File: src/rtl/keyed_cfg_port_pkg.sv
package keyed_cfg_port_pkg;

   // Lock state of the key detector
   typedef enum logic [1:0] {
      KEY_IDLE = 2'd0,
      KEY_HALF = 2'd1,
      KEY_OPEN = 2'd2
   } key_state_e;

   // Bit width needed to index a bank of the given size (at least one bit)
   function automatic int unsigned bank_off_w(input int unsigned count);
      return (count > 1) ? $clog2(count) : 1;
   endfunction

endpackage

File: src/rtl/keyed_cfg_port_key.sv
module keyed_cfg_port_key
   import keyed_cfg_port_pkg::*;
#(
   parameter int unsigned DATA_W    = 8,
   parameter int unsigned KEY_ENTER = 'h87,
   parameter int unsigned KEY_EXIT  = 'hAA
) (
   input  logic              clk,
   input  logic              rst_n,
   input  logic              idx_wr,
   input  logic              any_acc,
   input  logic [DATA_W-1:0] wdata,
   output logic              open,
   output logic              open_pulse
);

   localparam logic [DATA_W-1:0] ENTER_V = DATA_W'(KEY_ENTER);
   localparam logic [DATA_W-1:0] EXIT_V  = DATA_W'(KEY_EXIT);

   key_state_e state_q, state_d;

   logic is_enter;
   logic is_exit;

   assign is_enter = idx_wr && (wdata == ENTER_V);
   assign is_exit  = idx_wr && (wdata == EXIT_V);

   always_comb begin
      state_d    = state_q;
      open_pulse = 1'b0;
      unique case (state_q)
         KEY_IDLE: begin
            if (is_enter) state_d = KEY_HALF;
         end
         KEY_HALF: begin
            if (is_enter) begin
               state_d    = KEY_OPEN;
               open_pulse = 1'b1;
            end else if (any_acc) begin
               state_d = KEY_IDLE;
            end
         end
         KEY_OPEN: begin
            if (is_exit) state_d = KEY_IDLE;
         end
         default: state_d = KEY_IDLE;
      endcase
   end

   always_ff @(posedge clk or negedge rst_n) begin
      if (!rst_n) state_q <= KEY_IDLE;
      else        state_q <= state_d;
   end

   assign open = (state_q == KEY_OPEN);

endmodule

File: src/rtl/keyed_cfg_port_bank.sv
module keyed_cfg_port_bank
   import keyed_cfg_port_pkg::*;
#(
   parameter int unsigned DATA_W = 8,
   parameter int unsigned IDX_W  = 8,
   parameter int unsigned BASE   = 'h30,
   parameter int unsigned COUNT  = 16
) (
   input  logic              clk,
   input  logic              rst_n,
   input  logic              wr_en,
   input  logic [IDX_W-1:0]  idx,
   input  logic [DATA_W-1:0] wdata,
   output logic [DATA_W-1:0] rd_val
);

   localparam int unsigned OFF_W = bank_off_w(COUNT);

   if (COUNT == 0) begin : g_bad_count
      $error("keyed_cfg_port_bank: COUNT must be at least 1");
   end
   if (BASE + COUNT > (1 << IDX_W)) begin : g_bad_range
      $error("keyed_cfg_port_bank: bank exceeds index space");
   end

   logic [DATA_W-1:0] regs_q [COUNT];
   logic [IDX_W-1:0]  rel;
   logic              hit;
   logic [OFF_W-1:0]  off;

   assign rel = idx - IDX_W'(BASE);
   assign hit = (idx >= IDX_W'(BASE)) && (rel < IDX_W'(COUNT));

   if (OFF_W < IDX_W) begin : g_off_trunc
      assign off = rel[OFF_W-1:0];
   end else begin : g_off_full
      assign off = OFF_W'(rel);
   end

   always_ff @(posedge clk or negedge rst_n) begin
      if (!rst_n) begin
         for (int i = 0; i < int'(COUNT); i++) regs_q[i] <= '0;
      end else if (wr_en && hit) begin
         regs_q[off] <= wdata;
      end
   end

   assign rd_val = hit ? regs_q[off] : '0;

endmodule

File: src/rtl/keyed_cfg_port.sv
module keyed_cfg_port
   import keyed_cfg_port_pkg::*;
#(
   parameter int unsigned ADDR_W    = 16,
   parameter int unsigned DATA_W    = 8,
   parameter int unsigned BASE_ADDR = 'h2E,
   parameter int unsigned KEY_ENTER = 'h87,
   parameter int unsigned KEY_EXIT  = 'hAA,
   parameter int unsigned LDN_INDEX = 'h07,
   parameter int unsigned GLB_BASE  = 'h20,
   parameter int unsigned GLB_REGS  = 16,
   parameter int unsigned DEV_BASE  = 'h30,
   parameter int unsigned DEV_REGS  = 16,
   parameter int unsigned NUM_DEV   = 8
) (
   input  logic              clk,
   input  logic              rst_n,
   input  logic [ADDR_W-1:0] io_addr,
   input  logic              io_wr,
   input  logic              io_rd,
   input  logic [DATA_W-1:0] io_wdata,
   output logic [DATA_W-1:0] io_rdata
);

   localparam logic [ADDR_W-1:0] IDX_ADDR = ADDR_W'(BASE_ADDR);
   localparam logic [ADDR_W-1:0] DAT_ADDR = ADDR_W'(BASE_ADDR + 1);
   localparam logic [DATA_W-1:0] EXIT_V   = DATA_W'(KEY_EXIT);
   localparam logic [DATA_W-1:0] LDN_V    = DATA_W'(LDN_INDEX);
   localparam logic [DATA_W-1:0] IDLE_V   = '1;

   // Elaboration-time parameter checks
   if ((64'(BASE_ADDR) + 64'd1) >= (64'd1 << ADDR_W)) begin : g_bad_addr
      $error("keyed_cfg_port: port pair does not fit the address width");
   end
   if (KEY_ENTER == KEY_EXIT) begin : g_bad_keys
      $error("keyed_cfg_port: enter and exit keys must differ");
   end
   if (LDN_INDEX >= GLB_BASE) begin : g_bad_ldn
      $error("keyed_cfg_port: device number index must lie below the global bank");
   end
   if (GLB_BASE + GLB_REGS > DEV_BASE) begin : g_bad_glb
      $error("keyed_cfg_port: global bank overlaps the device range");
   end
   if (NUM_DEV == 0) begin : g_bad_ndev
      $error("keyed_cfg_port: at least one logical device is required");
   end

   logic              idx_hit, dat_hit;
   logic              idx_wr, any_acc;
   logic              cfg_open, open_pulse;
   logic              dat_wr_open;
   logic [DATA_W-1:0] cfg_index;
   logic [DATA_W-1:0] cfg_ldn;
   logic [DATA_W-1:0] glb_rd;
   logic [DATA_W-1:0] dev_rd [NUM_DEV];
   logic [DATA_W-1:0] dev_sel;
   logic [DATA_W-1:0] reg_val;
   logic [DATA_W-1:0] rdata_d;

   assign idx_hit     = (io_addr == IDX_ADDR);
   assign dat_hit     = (io_addr == DAT_ADDR);
   assign idx_wr      = io_wr && idx_hit;
   assign any_acc     = io_wr || io_rd;
   assign dat_wr_open = cfg_open && io_wr && dat_hit;

   keyed_cfg_port_key #(
      .DATA_W   (DATA_W),
      .KEY_ENTER(KEY_ENTER),
      .KEY_EXIT (KEY_EXIT)
   ) u_key (
      .clk       (clk),
      .rst_n     (rst_n),
      .idx_wr    (idx_wr),
      .any_acc   (any_acc),
      .wdata     (io_wdata),
      .open      (cfg_open),
      .open_pulse(open_pulse)
   );

   // Index register: cleared on each unlock, loaded by non-exit index writes
   always_ff @(posedge clk or negedge rst_n) begin
      if (!rst_n)                                     cfg_index <= '0;
      else if (open_pulse)                            cfg_index <= '0;
      else if (cfg_open && idx_wr && io_wdata != EXIT_V) cfg_index <= io_wdata;
   end

   // Device number register: survives lock cycles
   always_ff @(posedge clk or negedge rst_n) begin
      if (!rst_n)                               cfg_ldn <= '0;
      else if (dat_wr_open && cfg_index == LDN_V) cfg_ldn <= io_wdata;
   end

   keyed_cfg_port_bank #(
      .DATA_W(DATA_W),
      .IDX_W (DATA_W),
      .BASE  (GLB_BASE),
      .COUNT (GLB_REGS)
   ) u_glb (
      .clk   (clk),
      .rst_n (rst_n),
      .wr_en (dat_wr_open),
      .idx   (cfg_index),
      .wdata (io_wdata),
      .rd_val(glb_rd)
   );

   for (genvar g = 0; g < int'(NUM_DEV); g++) begin : g_dev
      logic dev_wr;
      assign dev_wr = dat_wr_open && (cfg_ldn == DATA_W'(g));
      keyed_cfg_port_bank #(
         .DATA_W(DATA_W),
         .IDX_W (DATA_W),
         .BASE  (DEV_BASE),
         .COUNT (DEV_REGS)
      ) u_bank (
         .clk   (clk),
         .rst_n (rst_n),
         .wr_en (dev_wr),
         .idx   (cfg_index),
         .wdata (io_wdata),
         .rd_val(dev_rd[g])
      );
   end

   always_comb begin
      dev_sel = '0;
      for (int d = 0; d < int'(NUM_DEV); d++) begin
         if (cfg_ldn == DATA_W'(d)) dev_sel = dev_rd[d];
      end
   end

   assign reg_val = (cfg_index == LDN_V) ? cfg_ldn : (glb_rd | dev_sel);

   always_comb begin
      rdata_d = IDLE_V;
      if (cfg_open) begin
         if (idx_hit)      rdata_d = cfg_index;
         else if (dat_hit) rdata_d = reg_val;
      end
   end

   always_ff @(posedge clk or negedge rst_n) begin
      if (!rst_n)     io_rdata <= IDLE_V;
      else if (io_rd) io_rdata <= rdata_d;
   end

endmodule

File: config.mk
export PLATFORM = sky130hd
export DESIGN_NAME = keyed_cfg_port
export DESIGN_NICKNAME = d
export VERILOG_FILES = /design/src/rtl/keyed_cfg_port_pkg.sv /design/src/rtl/keyed_cfg_port_key.sv /design/src/rtl/keyed_cfg_port_bank.sv /design/src/rtl/keyed_cfg_port.sv
export SDC_FILE = /design/constraint.sdc
export NUM_CORES = 2
export LEC_CHECK = 0
export BUFFER_PORTS_ARGS = -buffer_cell sky130_fd_sc_hd__buf_2
export CORE_MARGIN = 2
export CORE_UTILIZATION = 60
export CTS_CLUSTER_DIAMETER = 30
export DETAILED_ROUTE_END_ITERATION = 8
export PLACE_DENSITY_LB_ADDON = 0.05
export REMOVE_ABC_BUFFERS = 1
export SLEW_MARGIN = 20
export SYNTH_ARGS = -nofsm -noshare
export SYNTH_HDL_FRONTEND = slang
export SYNTH_SLANG_ARGS = --single-unit
export TNS_END_PERCENT = 20
File: constraint.sdc
create_clock -name clk -period 4.6 [get_ports clk]
set_clock_uncertainty 0.15 [all_clocks]
set_input_delay 0.92 -clock clk [delete_from_list [all_inputs] [get_ports clk]]
set_output_delay 0.92 -clock clk [all_outputs]
set_load 0.01 [all_outputs]
==> qor.csv <==
stage;metric;value;unit
finish;most frequent cells in the layout;dfrtp_1, mux2_2, mux4_2, clkbuf_16, nand2_1;
setup_path;Cell Chain, Critical Path;buf_12, buf_4, mux2i_1, a221oi_1, o21ai_0, o211ai_1, nand3_1, or3_1, a21oi_1;
logic_synthesis;Ys Warns;0;
clocking;Root Driver;clkbuf_16;
logic_synthesis;Async S/R FF share, synth;1.00;
logic_synthesis;synthesized area per cell;14.8;sq um
floorplanning;die area;92400;sq um
floorplanning;die width;304;um
logic_synthesis;Netlist cell types;68;
detailed_routing;Pre-antenna DRT Iters;5;
global_route;GRT Total Usage;0.347;
floorplanning;Core ar.;89600;sq um
timing;Worst Tran Pin Value;1130;ps
timing;final hold vios;0;
finish;Synth-to-Final Area Change;20.6;%
detailed_routing;Post-route DRC;0;
clocking;hold buffers post-CTS;0;
setup_path;Worst EP required;5180;ps
setup_path;crit-path max FO;44;
global_route;first-pass GRT wire length;239000;um
finish;share of layout cells above drive strength 1;0.498;
clocking;CTS tree;built;
logic_synthesis;Gate Count Post-Synth;3658;
detailed_routing;via count;34403;
pwr;Worst VDD drop;0.440;mV
timing;setup TNS;0;ps
global_route;gr ovfl total;0;
logic_synthesis;Seq/Total Area, Yosys;0.546;
pwr;Cell Pwr Density;446;nW/um^2
setup_path;reg-to-reg startpoint;cfg_index[1]$_DFFE_PN0P_;
timing;fmax;0.263;GHz
finish;nets;3903;
clocking;clk slew on worst S/H paths;50;ps
finish;post-route core utilization;0.727;
setup_path;CP bufs+invs;2;
logic_synthesis;Seq cells post-synth;1178;
outcome;status;finished clean;
setup_path;Worst Setup Path Type;flip-flop to flip-flop;
setup_path;Reg2Reg Setup Slack;800;ps
global_route;initial antenna violation count;6;
clocking;clock tree buffer depth;3;
clocking;CTS resizes;0;
setup_path;Worst Setup EP;io_rdata[3]$_DFFE_PN1P_;
clocking;H-tree depth;4;
timing;worst rel slew slack;0.237;
detailed_routing;routed vias/inst;6.54;
logic_synthesis;Synth Cell Area;54000;sq um
pwr;LEAKAGE;31.4;nW
floorplanning;initial core utilization;0.603;
logic_synthesis;Post-synth EDFFs;0;
setup_path;max incr delay on CP;1080;ps
clocking;CTS Buf Count;232;
setup_path;number of stages on the worst setup path;9;
flow_run;maxcap violations;0;
setup_path;Critical Path Source;cfg_index[1]$_DFFE_PN0P_;
setup_path;critical path's top delay family;flip-flops;
placement;placer congestion estimate;0.951;
setup_path;worst reg-to-reg path cell count;9;
clocking;Skew-Pair Late Insertion Delay;800;ps
floorplanning;Die Ht;304;um
min_path;Hold Path Class;input pin to async pin;
global_route;vias in the first global route;36557;
finish;area of the multi-input gates;23500;sq um
setup_path;R2R Path End;io_rdata[3]$_DFFE_PN1P_;
timing;Tmin final;3800;ps
timing;unrepaired setup endpoints after global routing;no;
placement;DP HPWL;102000;um
setup_path;Critical Path AT;4390;ps
floorplanning;# rows;110;
global_route;largest net degree at the start of global routing;147;
placement;buffers added on ports;35;
floorplanning;io pins;36;
detailed_routing;final WL;158000;um
finish;register area;29500;sq um
finish;commonest non-fill, non-tap cell in the layout;dfrtp_1;
logic_synthesis;top_reg_cell synth;dfrtp_1;
detailed_routing;drt wl/cell;30.0;um
timing;Pins Over Slew Limit;0;
setup_path;CP Launch Type;flip-flop;
detailed_routing;post-route antenna net violation count;0;
finish;filler instances;5595;
setup_path;CP Capture Type;flip-flop;
timing;final setup fails;0;
detailed_routing;Iter 0 DRT Violations;3267;
timing;hold_ws;43.2;ps
setup_path;Slowest-stage cell, CP;dfrtp_4;
clocking;clk sinks;1178;
timing;fin crit share;0.827;
clocking;post-CTS setup buffer count;0;
-- Yosys cell counts, types with 4 or more instances --
master     instances  area (sq um)
nor2b_1           16           100
o221ai_1           4          35.0
or3_1              6          37.5
dfrtp_1         1170         29300
a211oi_1           9          67.6
and3_1             9          56.3
nand2_1          192           721
buf_2             24           120
nand2_2           15          93.8
nand4_1           15          93.8
a22oi_1           74           556
mux2_1            81           912
mux2_2          1077         12100
o211ai_1          17           128
a22o_1             6          52.6
clkbuf_1         199           747
a221o_1            7          70.1
o22ai_1           18           113
a2111oi_0          7          61.3
inv_1              5          18.8
a221oi_1           7          61.3
o21ai_0           32           160
nand3_1           31           155
nor3_1            25           125
mux4_2           237          5340
nor2_1            97           364
nand2b_1           5          31.3
or4_1              5          37.5
buf_1             32           120
a21oi_1           13          65.1
nor2_2            20           125
dfstp_2            8           210
mux2i_1          126          1260
nor4_1             8          50.1
and2_1             8          50.1
-- cell type report --
class                           count  share of cell area
Sequential cell                  1178               0.453
Multi-Input combinational cell   2216               0.361
Clock buffer                      286              0.0980
Clock inverter                    156              0.0341
Timing Repair Buffer              238              0.0310
Tap cell                         1176              0.0226
Inverter                            7            0.000403
Antenna cell                        1           0.0000384
-- per-stage QoR --
| stage | power, mW | worst slack [ps] | instance area, sq um | std cells |
|---|---|---|---|---|
| 2_1_floorplan | 10.6 | -7110 | 53000 | 3401 |
| 3_3_place_gp | 11.0 | 202 | 56500 | 4815 |
| 3_5_place_dp | 11.0 | 169 | 56600 | 4815 |
| 4_1_cts | 29.2 | 901 | 65200 | 5257 |
| 5_1_grt | 29.8 | 710 | 65200 | 5258 |
| 6_report | 29.0 | 795 | 65200 | 5258 |
-- report_power, final --
| group | internal, mW | leakage (nW) | total, mW | switching, mW |
|---|---|---|---|---|
| Sequential | 10.4 | 16.4 | 10.4 | 0.000000260 |
| Clock | 12.3 | 4.13 | 18.2 | 5.88 |
| Combinational | 0.0601 | 10.8 | 0.483 | 0.422 |
-- metal layers --
| layer | vias up | wire length [um] | global-route usage |
|---|---|---|---|
| met4 | 6 | 6880 | 0.150 |
| met1 | 18488 | 64500 | 0.468 |
| met3 | 378 | 12200 | 0.0871 |
| met2 | 1350 | 73900 | 0.539 |
| met5 | - | 31 | 0 |
| li1 | 14181 | - | - |
-- worst register-to-register path, stage by stage, from the launching register on --
cell and delay [ps]:
dfrtp_4 1080, buf_12 370, buf_4 270, mux2i_1 90
a221oi_1 430, o21ai_0 200, o211ai_1 270, nand3_1 260
or3_1 480, a21oi_1 150
-- state kept, by name, indices dropped and copies added, names as in the netlist --
signal	count
cfg_index	8
cfg_ldn	8
u_glb.regs_q	128
u_key.state_q	2
g_dev.u_bank.regs_q	1024
io_rdata	8
-- worst min path at each step --
stage	to	startpoint	cells past startpoint
after floorplan	u_key.state_q[0]$_DFFE_PN0P_	u_key.state_q[1]$_DFFE_PN0P_	1
after global placement	u_key.state_q[0]$_DFFE_PN0P_	u_key.state_q[1]$_DFFE_PN0P_	1
after detailed placement	g_dev[5].u_bank.regs_q[107]$_DFFE_PN0P_	g_dev[5].u_bank.regs_q[107]$_DFFE_PN0P_	1
after CTS	g_dev[5].u_bank.regs_q[72]$_DFFE_PN0P_	rst_n	1
after global routing	g_dev[5].u_bank.regs_q[72]$_DFFE_PN0P_	rst_n	1
final	g_dev[5].u_bank.regs_q[80]$_DFFE_PN0P_	rst_n	1
-- cells by family (layout without fill, tap and decap cells) --
kind of cell,after synthesis,after routing,synth area share
compound gates,219,219,0.0293
simple gates,472,472,0.0413
flops,1178,1178,0.546
mux,1521,1521,0.364
other cells,0,1,0
fa+ha+maj,2,2,0.000463
buf+inv,264,687,0.0190
xor+xnor,2,2,0.000324
Note: power is estimated with default switching activity, not from simulation.
